--- src/rtl/spi_chk_pkg.sv ---
package spi_chk_pkg;
  typedef enum logic [2:0] {FR_IDLE, FR_LEAD, FR_HIGH, FR_LOW, FR_LAG} frame_st_e;
  typedef enum logic [1:0] {SQ_IDLE, SQ_TX1, SQ_WAIT, SQ_TX2} seq_st_e;
endpackage

--- src/rtl/spi_chk_frame.sv ---
module spi_chk_frame
  import spi_chk_pkg::*;
#(
  parameter int DATA_W   = 8,
  parameter int HALF_CYC = 13,
  parameter int LEAD_CYC = 4,
  parameter int LAG_CYC  = 4
) (
  input  logic              clk_i,
  input  logic              rst_ni,
  input  logic              go_i,
  input  logic [DATA_W-1:0] data_i,
  input  logic              miso_i,
  output logic              cs_no,
  output logic              sclk_o,
  output logic              mosi_o,
  output logic              done_o,
  output logic [DATA_W-1:0] rx_o
);
  localparam int TMAX  = (HALF_CYC > LEAD_CYC) ? ((HALF_CYC > LAG_CYC) ? HALF_CYC : LAG_CYC)
                                                : ((LEAD_CYC > LAG_CYC) ? LEAD_CYC : LAG_CYC);
  localparam int CNT_W = $clog2(TMAX + 1);
  localparam int BIT_W = (DATA_W > 1) ? $clog2(DATA_W) : 1;

  frame_st_e         st_q;
  logic [CNT_W-1:0]  cnt_q;
  logic [BIT_W-1:0]  bit_q;
  logic [DATA_W-1:0] tx_q, rx_q;
  logic              cs_nq, sclk_q, mosi_q, done_q;

  always_ff @(posedge clk_i or negedge rst_ni) begin
    if (!rst_ni) begin
      st_q   <= FR_IDLE;
      cnt_q  <= '0;
      bit_q  <= '0;
      tx_q   <= '0;
      rx_q   <= '0;
      cs_nq  <= 1'b1;
      sclk_q <= 1'b0;
      mosi_q <= 1'b1;
      done_q <= 1'b0;
    end else begin
      done_q <= 1'b0;
      unique case (st_q)
        FR_IDLE: if (go_i) begin
          tx_q  <= data_i;
          cs_nq <= 1'b0;
          bit_q <= '0;
          cnt_q <= CNT_W'(LEAD_CYC - 1);
          st_q  <= FR_LEAD;
        end
        FR_LEAD: if (cnt_q == '0) begin
          sclk_q <= 1'b1;
          mosi_q <= tx_q[DATA_W-1];
          cnt_q  <= CNT_W'(HALF_CYC - 1);
          st_q   <= FR_HIGH;
        end else cnt_q <= cnt_q - 1'b1;
        FR_HIGH: if (cnt_q == '0) begin
          // device drives new status after rising edge; take it late in the high phase
          rx_q   <= {rx_q[DATA_W-2:0], miso_i};
          sclk_q <= 1'b0;
          cnt_q  <= CNT_W'(HALF_CYC - 1);
          st_q   <= FR_LOW;
        end else cnt_q <= cnt_q - 1'b1;
        FR_LOW: if (cnt_q == '0) begin
          if (bit_q == BIT_W'(DATA_W - 1)) begin
            cnt_q <= CNT_W'(LAG_CYC - 1);
            st_q  <= FR_LAG;
          end else begin
            bit_q  <= bit_q + 1'b1;
            tx_q   <= {tx_q[DATA_W-2:0], 1'b0};
            mosi_q <= tx_q[DATA_W-2];
            sclk_q <= 1'b1;
            cnt_q  <= CNT_W'(HALF_CYC - 1);
            st_q   <= FR_HIGH;
          end
        end else cnt_q <= cnt_q - 1'b1;
        FR_LAG: if (cnt_q == '0) begin
          cs_nq  <= 1'b1;
          done_q <= 1'b1;
          st_q   <= FR_IDLE;
        end else cnt_q <= cnt_q - 1'b1;
        default: st_q <= FR_IDLE;
      endcase
    end
  end

  assign cs_no  = cs_nq;
  assign sclk_o = sclk_q;
  assign mosi_o = mosi_q;
  assign done_o = done_q;
  assign rx_o   = rx_q;

  // checker: cycles since the last level change of select and clock
  localparam int AGE_W = $clog2(TMAX + 2);
  logic             cs_p, sclk_p;
  logic [AGE_W-1:0] cs_age, sclk_age;

  always_ff @(posedge clk_i or negedge rst_ni) begin
    if (!rst_ni) begin
      cs_p     <= 1'b1;
      sclk_p   <= 1'b0;
      cs_age   <= AGE_W'(TMAX);
      sclk_age <= AGE_W'(TMAX);
    end else begin
      cs_p   <= cs_nq;
      sclk_p <= sclk_q;
      if (cs_nq != cs_p) cs_age <= AGE_W'(1);
      else if (cs_age < AGE_W'(TMAX)) cs_age <= cs_age + 1'b1;
      if (sclk_q != sclk_p) sclk_age <= AGE_W'(1);
      else if (sclk_age < AGE_W'(TMAX)) sclk_age <= sclk_age + 1'b1;
    end
  end

  a_r4_sclk_low_at_cs_edge: assert property (@(posedge clk_i) disable iff (!rst_ni)
    (cs_nq != cs_p) |-> !sclk_q);
  a_r5_half_period: assert property (@(posedge clk_i) disable iff (!rst_ni)
    (sclk_q != sclk_p) |-> (sclk_age >= AGE_W'(HALF_CYC)));
  a_r6_lead_time: assert property (@(posedge clk_i) disable iff (!rst_ni)
    (sclk_q && !sclk_p) |-> (cs_age >= AGE_W'(LEAD_CYC)));
  a_r6_lag_time: assert property (@(posedge clk_i) disable iff (!rst_ni)
    (cs_nq && !cs_p) |-> (sclk_age >= AGE_W'(LAG_CYC)));
endmodule

--- config.mk ---
export PLATFORM = sky130hd
export DESIGN_NAME = spi_chk_frame
export DESIGN_NICKNAME = d
export VERILOG_FILES = /design/src/rtl/spi_chk_pkg.sv /design/src/rtl/spi_chk_frame.sv
export SDC_FILE = /design/constraint.sdc
export NUM_CORES = 1
export LEC_CHECK = 0
export ABC_AREA = 1
export BUFFER_PORTS_ARGS = -buffer_cell sky130_fd_sc_hd__buf_4
export CAP_MARGIN = 20
export CORE_MARGIN = 2
export CORE_UTILIZATION = 25
export CTS_BUF_LIST = sky130_fd_sc_hd__clkbuf_8
export DETAILED_ROUTE_END_ITERATION = 7
export GPL_TIMING_DRIVEN = 0
export HOLD_SLACK_MARGIN = 0.12
export PLACE_DENSITY_LB_ADDON = 0.25
export SYNTH_ARGS = -nofsm -noshare
export SYNTH_HDL_FRONTEND = slang
export SYNTH_SLANG_ARGS = --single-unit
--- constraint.sdc ---
create_clock -name clk_i -period 3.66 [get_ports clk_i]
set_clock_uncertainty 0.05 [all_clocks]
set_input_delay 0.549 -clock clk_i [delete_from_list [all_inputs] [get_ports clk_i]]
set_output_delay 0.549 -clock clk_i [all_outputs]
set_load 0.01 [all_outputs]
Yosys cells after proc, flatten, opt, wreduce, memory -nomap -nowiden --
Cells that the tools add are included.
Operators by class: $add $sub $neg 2, equality and inequality tests 12, multiplexer cells 34, reductions and logical operators 15
Operator list (number):
- 3-bit two-way mux | 9
- 8-bit two-way mux | 3
- 4-bit two-way mux | 5
- 4-bit case mux with 4 select lines | 1
- 8-bit case mux with 2 select lines | 1
- 3-bit case mux with 5 select lines | 1
- 2-bit != test, second input constant | 7
- 1-bit two-way mux | 10
- 5-bit AND reduction | 2
- 4-bit AND reduction | 2
- 3-bit by 2-bit == test with 1-bit output, second input constant | 2
- 3-bit == test, second input constant | 2
- 3-bit case mux with 2 select lines | 1
- 3-bit AND reduction | 2
- 2-bit nonzero test | 3
- 4-bit zero test | 1
- 1-bit case mux with 2 select lines | 2
- 4-bit nonzero test | 1
- 4-bit by 1-bit subtractor with 4-bit output, second input constant | 1
- 3-bit by 1-bit adder with 3-bit output, second input constant | 1
- 3-bit by 1-bit == test with 1-bit output, second input constant | 1
- 3-bit zero test | 1
- 1-bit case mux with 3 select lines | 1
- 3-bit nonzero test | 1
- 2 further kinds | 2
Storage, ports and cells: flip-flop bits (word level) 30, bits of input ports 12, output and inout port bits 12, word-level logic and storage cells 72

Longest topological paths before layout --
depth in word-level cells 4, gate-level depth with buffers 9, depth with buffers taken out 9

Least setup slack after synthesis --
OpenSTA, ideal clock, no wires.
path type flip-flop to flip-flop, from register bit_q[0], to register tx_q[1], arrival 1.254 ns, setup slack 2.240 ns, stages on the path, launching flop included 10, buffers on the path 1, period minus slack after synthesis 1.420 ns, cell sequence dfrtp_1 ha_1 ha_1 inv_1 nand2_2 nand2_2 nand3_4 buf_6 nand2_1 nand2_1
Between the ends: word-level cells in the longest chain between the ends 3
Ends and longest elaborated chain:
- start, declared | RTL line spi_chk_frame.sv:27 | logic [BIT_W-1:0] bit_q;
- start signal, assigned | RTL line spi_chk_frame.sv:70 | bit_q <= bit_q + 1'b1;
- 3-bit == test | RTL line spi_chk_frame.sv:66 | if (bit_q == BIT_W'(DATA_W - 1)) begin
- 2-bit != test (no source line)
- 4-bit AND reduction (no source line)
- end signal, assigned | RTL line spi_chk_frame.sv:46 | tx_q <= data_i;
- end signal, assigned | RTL line spi_chk_frame.sv:71 | tx_q <= {tx_q[DATA_W-2:0], 1'b0};
- end, declared | RTL line spi_chk_frame.sv:28 | logic [DATA_W-1:0] tx_q, rx_q;
Every way passes these cells. A chain may end at the register's enable or synchronous reset.

Worst setup path after layout --
from register cnt_q[0], to register cnt_q[2]
Between the ends: word-level cells in the longest chain between the ends 3, elaborated cells on any way between the ends 8, those cells by class 1 x add/sub; 1 x eq/ne; 4 x mux; 2 x reduce/logical
Ends and longest elaborated chain:
- start, declared | RTL line spi_chk_frame.sv:26 | logic [CNT_W-1:0] cnt_q;
- start signal, assigned | RTL line spi_chk_frame.sv:49 | cnt_q <= CNT_W'(LEAD_CYC - 1);
- start signal, assigned | RTL line spi_chk_frame.sv:55 | cnt_q <= CNT_W'(HALF_CYC - 1);
- start signal, assigned | RTL line spi_chk_frame.sv:57 | end else cnt_q <= cnt_q - 1'b1;
- 4-bit by 1-bit subtractor with 4-bit output or 4-bit zero test (tied branches)
- 4-bit two-way mux (tied with other cells) | RTL line spi_chk_frame.sv:78 | FR_LAG: if (cnt_q == '0) begin
- 4-bit case mux with 4 select lines or 3-bit AND reduction (tied branches)
Several ways; a longest one is shown, not always the timed one. The select of a mux whose other input is x is not followed.

==> impl_metrics.ini <==
[cts]
cts_tree = done
clock_buffers_created_by_tritoncts = 5
clock_latency_ns = 0.29
cts.root.buffer_cell = sky130_fd_sc_hd__clkbuf_8
cts-htree-levels = 2
cts_num_sinks = 30
cts_hold_buffers = 0
post_cts_buffers = 0
clockBufferDepth = 2
clk_slew_on_worst_s_h_paths_ns = 0.07
number_of_cells_upsized_or_downsized_after_cts = 0

[power_and_ir_drop]
power-per-cell-area_nw_per_um2 = 769
p_sw_share_pct = 42.5
maximum_vdd_drop_mv = 0.274
power_share_of_the_clock_group_pct = 19.7
p_comb_share_pct = 44.8
seq_power_share_pct = 35.5
power_switching_uw = 624
power_leakage_nw = 1.04
internal-power_uw = 845

[yosys]
synth-warning-count = 0
ys_ff_latch = 30
instance_count_of_the_mapped_netlist = 202
synthDistinctLibCells = 20
yosys-top-cells-area = sky130_fd_sc_hd__dfrtp_1, sky130_fd_sc_hd__nand2_1, sky130_fd_sc_hd__nor2_1
synth_area_per_cell_um2 = 7.66
synth_largest_type_area_fraction_pct = 45.3
syn-cell-area_um2 = 1550
post-synth-top-area-cell = sky130_fd_sc_hd__dfrtp_1
synth_seq_area_share_pct = 48.7
syn_nets = 218

[min_path]
worst_hold_path_type = input pin to async pin

[sta]
worst_slew_margin_rel_pct = 74.0
final.period_utilization_pct = 42.8
post-route-min-period_ns = 1.57
fmax_ghz = 0.638
layout_setup_ws_ns = 2.09
grt_setup_unrepaired = false
fin_setup_tns_ns = 0
hold_viol = 0
final-max-slew-violation-count = 0
tightest_slew_ns = 0.390
report.final.setup_viol = 0

[setup_path]
critical_path_class = flip-flop to flip-flop
r2r_start = cnt_q[0]
end_kind = flip-flop
crit_required_ns = 3.79
critPathMaxFanout = 10
worstRegToRegCells = 9
start_kind = flip-flop
reg2reg_to = cnt_q[2]
max_stage_delay_ns = 0.35
cp.arrival_ns = 1.69
crit_top_cell = sky130_fd_sc_hd__nand2_1
path_depth = 9
critPathTopFamily = flip-flops
internal_reg_to_reg_setup_slack_ns = 2.09
timing.critical_path.cells = inv_1 > ha_1 > nand2_1 > buf_6 > nand2_1 > a21oi_2 > inv_1 > nand2_1 > nand2_1
critPathSlowestCell = sky130_fd_sc_hd__dfrtp_1
critical_path.n_buffers_inverters = 3

[routing]
dr_total_vias = 1280
drtAntennaViolNets = 0
drt_first_pass_iters = 4
drt-vias-per-instance = 4.16
drt_iter0_markers = 45
detail_route.wirelength_um = 3160
routed_wire_length_per_instance_um = 10.2
post_route_drc = 0

[placement]
detailed_place_hpwl_um = 2220
pre_cts_ws_ns = 2.10
count_of_input_and_output_buffers = 23
routabilityCongestion = 0.733

[global_route]
grt.total_usage_pct = 11.3
gr-total-overflow = 0
grt_first_pass_wirelength_um = 5780
vias_in_the_first_global_route = 1265
antenna_found_initial = 0
grt_max_degree = 31

[floorplanning]
die_w_um = 82.7
core_region_um2 = 5960
chip_height_um = 82.7
fp-row-count = 28
io_pins = 24
initial_util_pct = 26.0
die_area_um2 = 6840

[layout]
syn_to_final_growth_pct = 23.4
antenna_cells_inserted = 0
finish.utilization_pct = 32.1
drive_above_1_share_pct = 22.7
number_of_nets_in_the_finished_design = 248

[outcome]
result_of_the_run = finished, final reports clean

[run]
max_cap_viol_count = 0
## flip-flops by register name, summed over array words and instances, names as in the netlist
name and cells:
bit_q 3, mosi_o 1, tx_q 8, sclk_o 1, st_q 3, cnt_q 4
done_o 1, rx_o 8, cs_no 1
## how the worst max path moves through the flow
stage / startpoint / endpoint / slack [ns]
global placement: cnt_q[0] / cnt_q[2] / 2.10
detailed placement: cnt_q[0] / cnt_q[2] / 2.10
CTS: cnt_q[0] / cnt_q[2] / 2.08
global route: bit_q[0] / cnt_q[2] / 1.96
floorplan: bit_q[0] / tx_q[1] / 2.24
finish: cnt_q[0] / cnt_q[2] / 2.09
## placed cells by master, fill, tap and decap left out, drive strengths merged
| cell | synthesis | final |
|---|---|---|
| inv | 19 | 19 |
| nor2 | 20 | 20 |
| nand2 | 101 | 101 |
| xor2 | 1 | 1 |
| clkbuf | 0 | 6 |
| buf | 3 | 26 |
| nand3 | 9 | 9 |
| dfrtp | 28 | 28 |
| o21ai | 11 | 11 |
| dfstp | 2 | 2 |
| ha | 4 | 4 |
| clkinv | 0 | 1 |
| a21oi | 4 | 4 |
| clkinvlp | 0 | 1 |
## synth_stat cells
cell and instances:
sky130_fd_sc_hd__buf_4 1, sky130_fd_sc_hd__nor2_4 2, sky130_fd_sc_hd__xor2_1 1, sky130_fd_sc_hd__dfstp_2 2
sky130_fd_sc_hd__nor2_2 1, sky130_fd_sc_hd__buf_6 2, sky130_fd_sc_hd__o21ai_0 8, sky130_fd_sc_hd__nand3_4 1
sky130_fd_sc_hd__inv_2 4, sky130_fd_sc_hd__dfrtp_1 28, sky130_fd_sc_hd__a21oi_1 3, sky130_fd_sc_hd__nand2_1 97
sky130_fd_sc_hd__nand3_1 7, sky130_fd_sc_hd__nand3_2 1, sky130_fd_sc_hd__o21ai_2 3, sky130_fd_sc_hd__inv_1 15
sky130_fd_sc_hd__nand2_2 4, sky130_fd_sc_hd__ha_1 4, sky130_fd_sc_hd__nor2_1 17, sky130_fd_sc_hd__a21oi_2 1
## power by group through the flow
stage	sequential (mW)	combinational (mW)	clock (mW)
global route	0.540	0.774	0.312
CTS	0.524	0.671	0.300
global placement	0.528	0.665	0
floorplan	0.523	0.500	0
detailed placement	0.526	0.670	0
finish	0.522	0.657	0.289
## kinds of logic after synthesis
family	after synthesis	share of synthesized area [%]
AND/OR/NAND/NOR	130	35.2
adder cells (fa/ha/maj)	4	3.23
AO/OA/AOI/OAI	15	5.82
buffers and inverters	22	6.55
flip-flops	30	48.7
XOR/XNOR	1	0.566
## final cells by class
class / instances / area, µm²
inverter: 19 / 71.3
fill: 659 / 4050
multi-input combinational: 150 / 693
clock inverter: 2 / 12.5
buffer: 3 / 30.0
timing repair buffer: 23 / 173
tap: 75 / 93.8
sequential: 30 / 753
clock buffer: 6 / 82.6
## routing by layer
| metal | track usage [%] | vias up | wire, µm |
|---|---|---|---|
| li1 | - | 679 | - |
| met1 | 14.6 | 572 | 1570 |
| met2 | 17.2 | 23 | 1360 |
| met3 | 4.24 | 6 | 172 |
| met4 | 3.93 | 0 | 44 |
| met5 | 0 | - | 0 |
## through the flow
stage               hold slack, ns  power (mW)  area (µm²)  cells
finish                       0.126        1.47        1910    308
global route                 0.160        1.63        1910    308
CTS                          0.143        1.49        1910    308
detailed placement           0.416        1.20        1810    300
global placement             0.413        1.19        1810    300
floorplan                    0.203        1.02        1550    202
No activity file was read; power rests on OpenSTA's default activity.
